<file path="src/rtl/ser_flag_pkg.sv">
package ser_flag_pkg;
  localparam int REG_W      = 8;
  localparam int NUM_STICKY = 5;
  localparam int STICKY_LSB = 3;
  localparam int TEND_BIT   = 2;
  localparam int MPB_BIT    = 1;
  localparam int MPBT_BIT   = 0;
  // Reset value of sticky flags: only transmit-empty (top flag) starts at 1
  localparam logic [NUM_STICKY-1:0] STICKY_RST = 5'b10000;
  localparam logic [REG_W-1:0]      REG_RST    = 8'h84;
endpackage

</file>
<file path="src/rtl/ser_flag_cell.sv">
// One sticky flag with its read-arm qualifier.
module ser_flag_cell #(
  parameter logic RST_VAL = 1'b0
) (
  input  logic clk,
  input  logic rst_n,
  input  logic standby_i,
  input  logic set_i,
  input  logic rd_i,
  input  logic wr_i,
  input  logic wbit_i,
  output logic flag_o
);
  logic flag_q, flag_d;
  logic arm_q, arm_d;

  always_comb begin
    flag_d = flag_q;
    arm_d  = arm_q & flag_q;
    if (standby_i) begin
      flag_d = RST_VAL;
      arm_d  = 1'b0;
    end else begin
      if (set_i)
        flag_d = 1'b1;
      else if (wr_i && arm_q && !wbit_i)
        flag_d = 1'b0;
      if (wr_i)
        arm_d = 1'b0;
      else if (rd_i && flag_q)
        arm_d = 1'b1;
    end
  end

  always_ff @(posedge clk or negedge rst_n) begin
    if (!rst_n) begin
      flag_q <= RST_VAL;
      arm_q  <= 1'b0;
    end else begin
      flag_q <= flag_d;
      arm_q  <= arm_d;
    end
  end

  assign flag_o = flag_q;
endmodule

</file>
<file path="src/rtl/ser_flag_aux.sv">
// Transmit-end, received multiprocessor bit and multiprocessor transmit bit.
module ser_flag_aux (
  input  logic clk,
  input  logic rst_n,
  input  logic standby_i,
  input  logic wr_i,
  input  logic wbit_i,
  input  logic tx_end_i,
  input  logic rx_done_i,
  input  logic rx_mpb_i,
  output logic tend_o,
  output logic mpb_o,
  output logic mpbt_o
);
  logic tend_q, tend_d;
  logic mpb_q, mpb_d;
  logic mpbt_q, mpbt_d;

  always_comb begin
    tend_d = tx_end_i;
    mpb_d  = mpb_q;
    mpbt_d = mpbt_q;
    if (standby_i) begin
      tend_d = 1'b1;
      mpb_d  = 1'b0;
      mpbt_d = 1'b0;
    end else begin
      if (rx_done_i) mpb_d  = rx_mpb_i;
      if (wr_i)      mpbt_d = wbit_i;
    end
  end

  always_ff @(posedge clk or negedge rst_n) begin
    if (!rst_n) begin
      tend_q <= 1'b1;
      mpb_q  <= 1'b0;
      mpbt_q <= 1'b0;
    end else begin
      tend_q <= tend_d;
      mpb_q  <= mpb_d;
      mpbt_q <= mpbt_d;
    end
  end

  assign tend_o = tend_q;
  assign mpb_o  = mpb_q;
  assign mpbt_o = mpbt_q;
endmodule

</file>
<file path="src/rtl/ser_flag_reg.sv">
module ser_flag_reg
  import ser_flag_pkg::*;
(
  input  logic             clk,
  input  logic             rst_n,
  input  logic             standby_i,
  input  logic             cs_i,
  input  logic             we_i,
  input  logic [REG_W-1:0] wdata_i,
  output logic [REG_W-1:0] rdata_o,
  input  logic             txe_set_i,
  input  logic             rxf_set_i,
  input  logic             ovr_set_i,
  input  logic             frm_set_i,
  input  logic             par_set_i,
  input  logic             tx_end_i,
  input  logic             rx_done_i,
  input  logic             rx_mpb_i,
  output logic             mpb_tx_o
);
  logic                  rd_stb, wr_stb;
  logic [NUM_STICKY-1:0] set_vec;
  logic [NUM_STICKY-1:0] sticky_q;
  logic                  tend_q, mpb_q, mpbt_q;
  logic [REG_W-1:0]      status_q;

  assign rd_stb  = cs_i & ~we_i;
  assign wr_stb  = cs_i & we_i;
  assign set_vec = {txe_set_i, rxf_set_i, ovr_set_i, frm_set_i, par_set_i};

  for (genvar i = 0; i < NUM_STICKY; i++) begin : g_sticky
    ser_flag_cell #(.RST_VAL(STICKY_RST[i])) u_cell (
      .clk       (clk),
      .rst_n     (rst_n),
      .standby_i (standby_i),
      .set_i     (set_vec[i]),
      .rd_i      (rd_stb),
      .wr_i      (wr_stb),
      .wbit_i    (wdata_i[STICKY_LSB+i]),
      .flag_o    (sticky_q[i])
    );
  end

  ser_flag_aux u_aux (
    .clk       (clk),
    .rst_n     (rst_n),
    .standby_i (standby_i),
    .wr_i      (wr_stb),
    .wbit_i    (wdata_i[MPBT_BIT]),
    .tx_end_i  (tx_end_i),
    .rx_done_i (rx_done_i),
    .rx_mpb_i  (rx_mpb_i),
    .tend_o    (tend_q),
    .mpb_o     (mpb_q),
    .mpbt_o    (mpbt_q)
  );

  always_comb begin
    status_q = '0;
    status_q[STICKY_LSB +: NUM_STICKY] = sticky_q;
    status_q[TEND_BIT] = tend_q;
    status_q[MPB_BIT]  = mpb_q;
    status_q[MPBT_BIT] = mpbt_q;
  end

  assign rdata_o  = rd_stb ? status_q : '0;
  assign mpb_tx_o = mpbt_q;
endmodule

</file>
<file path="config.mk">
export PLATFORM = sky130hd
export DESIGN_NAME = ser_flag_reg
export DESIGN_NICKNAME = d
export VERILOG_FILES = /design/src/rtl/ser_flag_pkg.sv /design/src/rtl/ser_flag_cell.sv /design/src/rtl/ser_flag_aux.sv /design/src/rtl/ser_flag_reg.sv
export SDC_FILE = /design/constraint.sdc
export NUM_CORES = 1
export LEC_CHECK = 0
export ABC_AREA = 1
export BUFFER_PORTS_ARGS = -buffer_cell sky130_fd_sc_hd__buf_2
export CORE_ASPECT_RATIO = 0.9
export CORE_MARGIN = 2
export CORE_UTILIZATION = 40
export DETAILED_ROUTE_END_ITERATION = 12
export GPL_ROUTABILITY_DRIVEN = 0
export PLACE_DENSITY = 0.76
export SLEW_MARGIN = 20
export SYNTH_ARGS = -nofsm -noshare
export SYNTH_HDL_FRONTEND = slang
export SYNTH_HIERARCHICAL = 1
export SYNTH_SLANG_ARGS = --single-unit
</file>
<file path="constraint.sdc">
create_clock -name clk -period 0.9 [get_ports clk]
set_input_delay 0.225 -clock clk [delete_from_list [all_inputs] [get_ports clk]]
set_output_delay 0.225 -clock clk [all_outputs]
set_load 0.1 [all_outputs]
</file>
==> flow_metrics.tcl <==
set metrics [dict create \
    clk_pin_slew_worst_paths_ns 0.08 \
    antennaDiodeCount 0 \
    unrepaired_setup_endpoints_after_global_routing "true" \
    drt.antenna.violating_nets 0 \
    multi_input_area_um2 354 \
    synth-seq-cells 13 \
    number_of_buffers_added_by_the_clock_tree_synthesis_step 3 \
    placed_cells 150 \
    groute.usage.overall_pct 20.8 \
    rr_startpoint "g_sticky[4].u_cell/flag_o$_DFFE_PN1P_" \
    timing.critical_path.from_type "flip-flop" \
    finish.cell_count_without_fillers 159 \
    clock_sink_count 13 \
    final_hold_viol_count 0 \
    syn_area_um2 676 \
    finalNetCount 157 \
    clock_tree.htree_level_count 1 \
    cp-startpoint "g_sticky[4].u_cell/flag_o$_DFFE_PN1P_" \
    worst-path-max-fanout 2 \
    first_pass_grt_wire_length_mm 2.97 \
    route.detailed.vias_per_inst 4.48 \
    timing.rr.end "g_sticky[4].u_cell/arm_q$_DFF_PN0_" \
    synthesis.instances 93 \
    final_area_um2 1220 \
    mean_area_per_synthesized_cell_um2 7.27 \
    drc 0 \
    hold_path_startpoint "par_set_i" \
    place_hpwl_mm 1.31 \
    synth.yosys.seq_area_share_pct 48.5 \
    synth_nets 114 \
    p_leak_uw 0.000621 \
    setup_viol 10 \
    area.sequential_um2 332 \
    fin_crit_sh_pct 151 \
    global_route.usage.met3_pct 4.26 \
    yosys_warnings 6 \
    detailedRoute.firstIterationViolations 11 \
    first_global_vias 746 \
    maxCapViolations 0 \
    drt_first_pass_iters 4 \
    antenna_violations_before_repair 0 \
    design.core.area_um2 1630 \
    wire_per_inst_um 11.2 \
    die_w_um 47.3 \
    clock_tree_skew_after_final_layout_ns 0.000486 \
    gr-usage-met2_pct 33.5 \
    peakVddDrop_mv 0.737 \
    cts_tree "done" \
    measured_slew_at_the_worst_slew_check_pin_ns 0.300 \
    min-delay-path-class "in -> reg" \
    max_buffers_root_to_sink 2 \
    final_critical_path_setup_slack_ns -0.462 \
    clock_tree.root_cell "clkbuf_4" \
    die_area_um2 2030 \
    detailed_place.area_um2 1130 \
    finalSetupTns_ns -3.17 \
    violations_in_the_final_reports "setup timing" \
    r2r_slack_ns -0.07 \
    area.growth.synth_to_final_pct 80.9 \
    min_period_ns 1.36 \
    globalRoute.busiestLayer "met2" \
    timing.critical_path.arrival_ns 1.14 \
    initial_core_util_pct 41.5 \
    rows 14 \
    max_freq_mhz 734 \
    route.vias.total 712 \
    power_density_nw_per_um2 1180 \
    globalRoute.totalOverflow 0 \
    critical_path_required_ns 0.67 \
    final_layout_size_suffix_gt1_share_pct 51.1 \
    fin_util_pct 75.0 \
    outcome "finished with violations" \
    grt.met1_usage_pct 25.9 \
    finalWirelength_mm 1.79 \
    die_height_um 43.0 \
    power.total_uw 1450 \
    timing.critical_path.to "rdata_o[7]" \
    port_buffers 27 \
    report.final.slew_viol_count 0 \
    n_fill_cell 131 \
    setup.worst_path.class "reg -> out" \
    ff2ff_path_depth 4 \
    io_pins 30 \
    cp-end-kind "primary output" \
    worst_skew_pair.late_latency_ns 0.27 \
    max-slew-margin-rel_pct 80.0 \
    synth.distinct_cells 10 \
    grt_start_max_net_pins 15 \
]
==> critical path, stage by stage, from the launching register on <==
cell,delay [ns]
dfstp_2,0.55
inv_2,0.04
nor2_4,0.09
buf_12,0.18
==> cell usage in the layout, fill, tap and decap left out, drive strengths merged <==
master and count:
nand3b 1, inv 22, dfstp 2, dlygate4sd3 1, nor2 21, buf 37
nor3 4, nand3 11, dfrtp 11, or2 1, clkbuf 4, nand2 20
==> state kept, by name, summed over array words and instances (netlist names) <==
| name | count |
|---|---|
| g_sticky.u_cell/arm_q | 5 |
| g_sticky.u_cell/flag_o | 5 |
| u_aux/mpbt_o | 1 |
| u_aux/tend_o | 1 |
| u_aux/mpb_o | 1 |
==> layout make-up <==
cell class                 count  share of cell area [%]
clock buffer                   4                    2.15
inverter                      22                    8.29
multi-input combinational     58                    29.0
sequential                    13                    27.1
tap                           24                    2.46
timing repair buffer          38                    31.0
==> report_power, final <==
part	switching [uW]	leakage, uW	internal, uW
combinational	273	0.000441	178
sequential	20.0	0.000165	613
clock	192	0.0000150	172
total	485	0.000621	963
==> kinds of logic after synthesis <==
logic type	share of synthesized area [%]
flip-flops	48.5
buffers and inverters	12.2
AND/OR/NAND/NOR	39.3
==> metal layers <==
metal  vias to the layer above  wire (um)
li1                        357          -
met1                       330        749
met2                        25        957
met3                         0         82
met4                         0          0
met5                         -          0
==> worst min-delay path by stage <==
stage,end,cells past startpoint
final,g_sticky[0].u_cell/flag_o$_DFFE_PN0P_,3
after global routing,u_aux/tend_o$_DFF_PN1_,2
after CTS,u_aux/tend_o$_DFF_PN1_,2
after detailed placement,g_sticky[2].u_cell/flag_o$_DFFE_PN0P_,1
after global placement,g_sticky[2].u_cell/flag_o$_DFFE_PN0P_,1
after floorplan,g_sticky[0].u_cell/arm_q$_DFF_PN0_,0
==> synthesized netlist by cell type <==
master	count	area share, %
nand3_1	11	8.1
nor3_2	4	5.9
or2_1	1	0.93
inv_1	22	12
nor2_1	21	12
dfstp_2	2	7.8
nand2_1	19	11
nand3b_1	1	1.1
nand2_2	1	0.93
dfrtp_1	11	41
==> per-stage QoR <==
| step | setup slack [ns] | hold slack, ns |
|---|---|---|
| after floorplan | -0.479 | -0.0706 |
| after global placement | -0.229 | 0.124 |
| after CTS | -0.474 | 0.144 |
| after global routing | -0.492 | 0.138 |
| final | -0.462 | 0.153 |
| after detailed placement | -0.237 | 0.133 |
==> what timing repair did <==
item / 4_1_cts / 5_1_grt
endpoints found under the hold margin: 11 / 0
gates cloned: 0 / 0
endpoints found under the setup margin: 10 / 15
pin swaps: 2 / 5
hold buffers: 1 / 0
setup buffers: 3 / 2
gates resized for setup: 2 / 7
No activity file was read; power rests on OpenSTA's default activity.
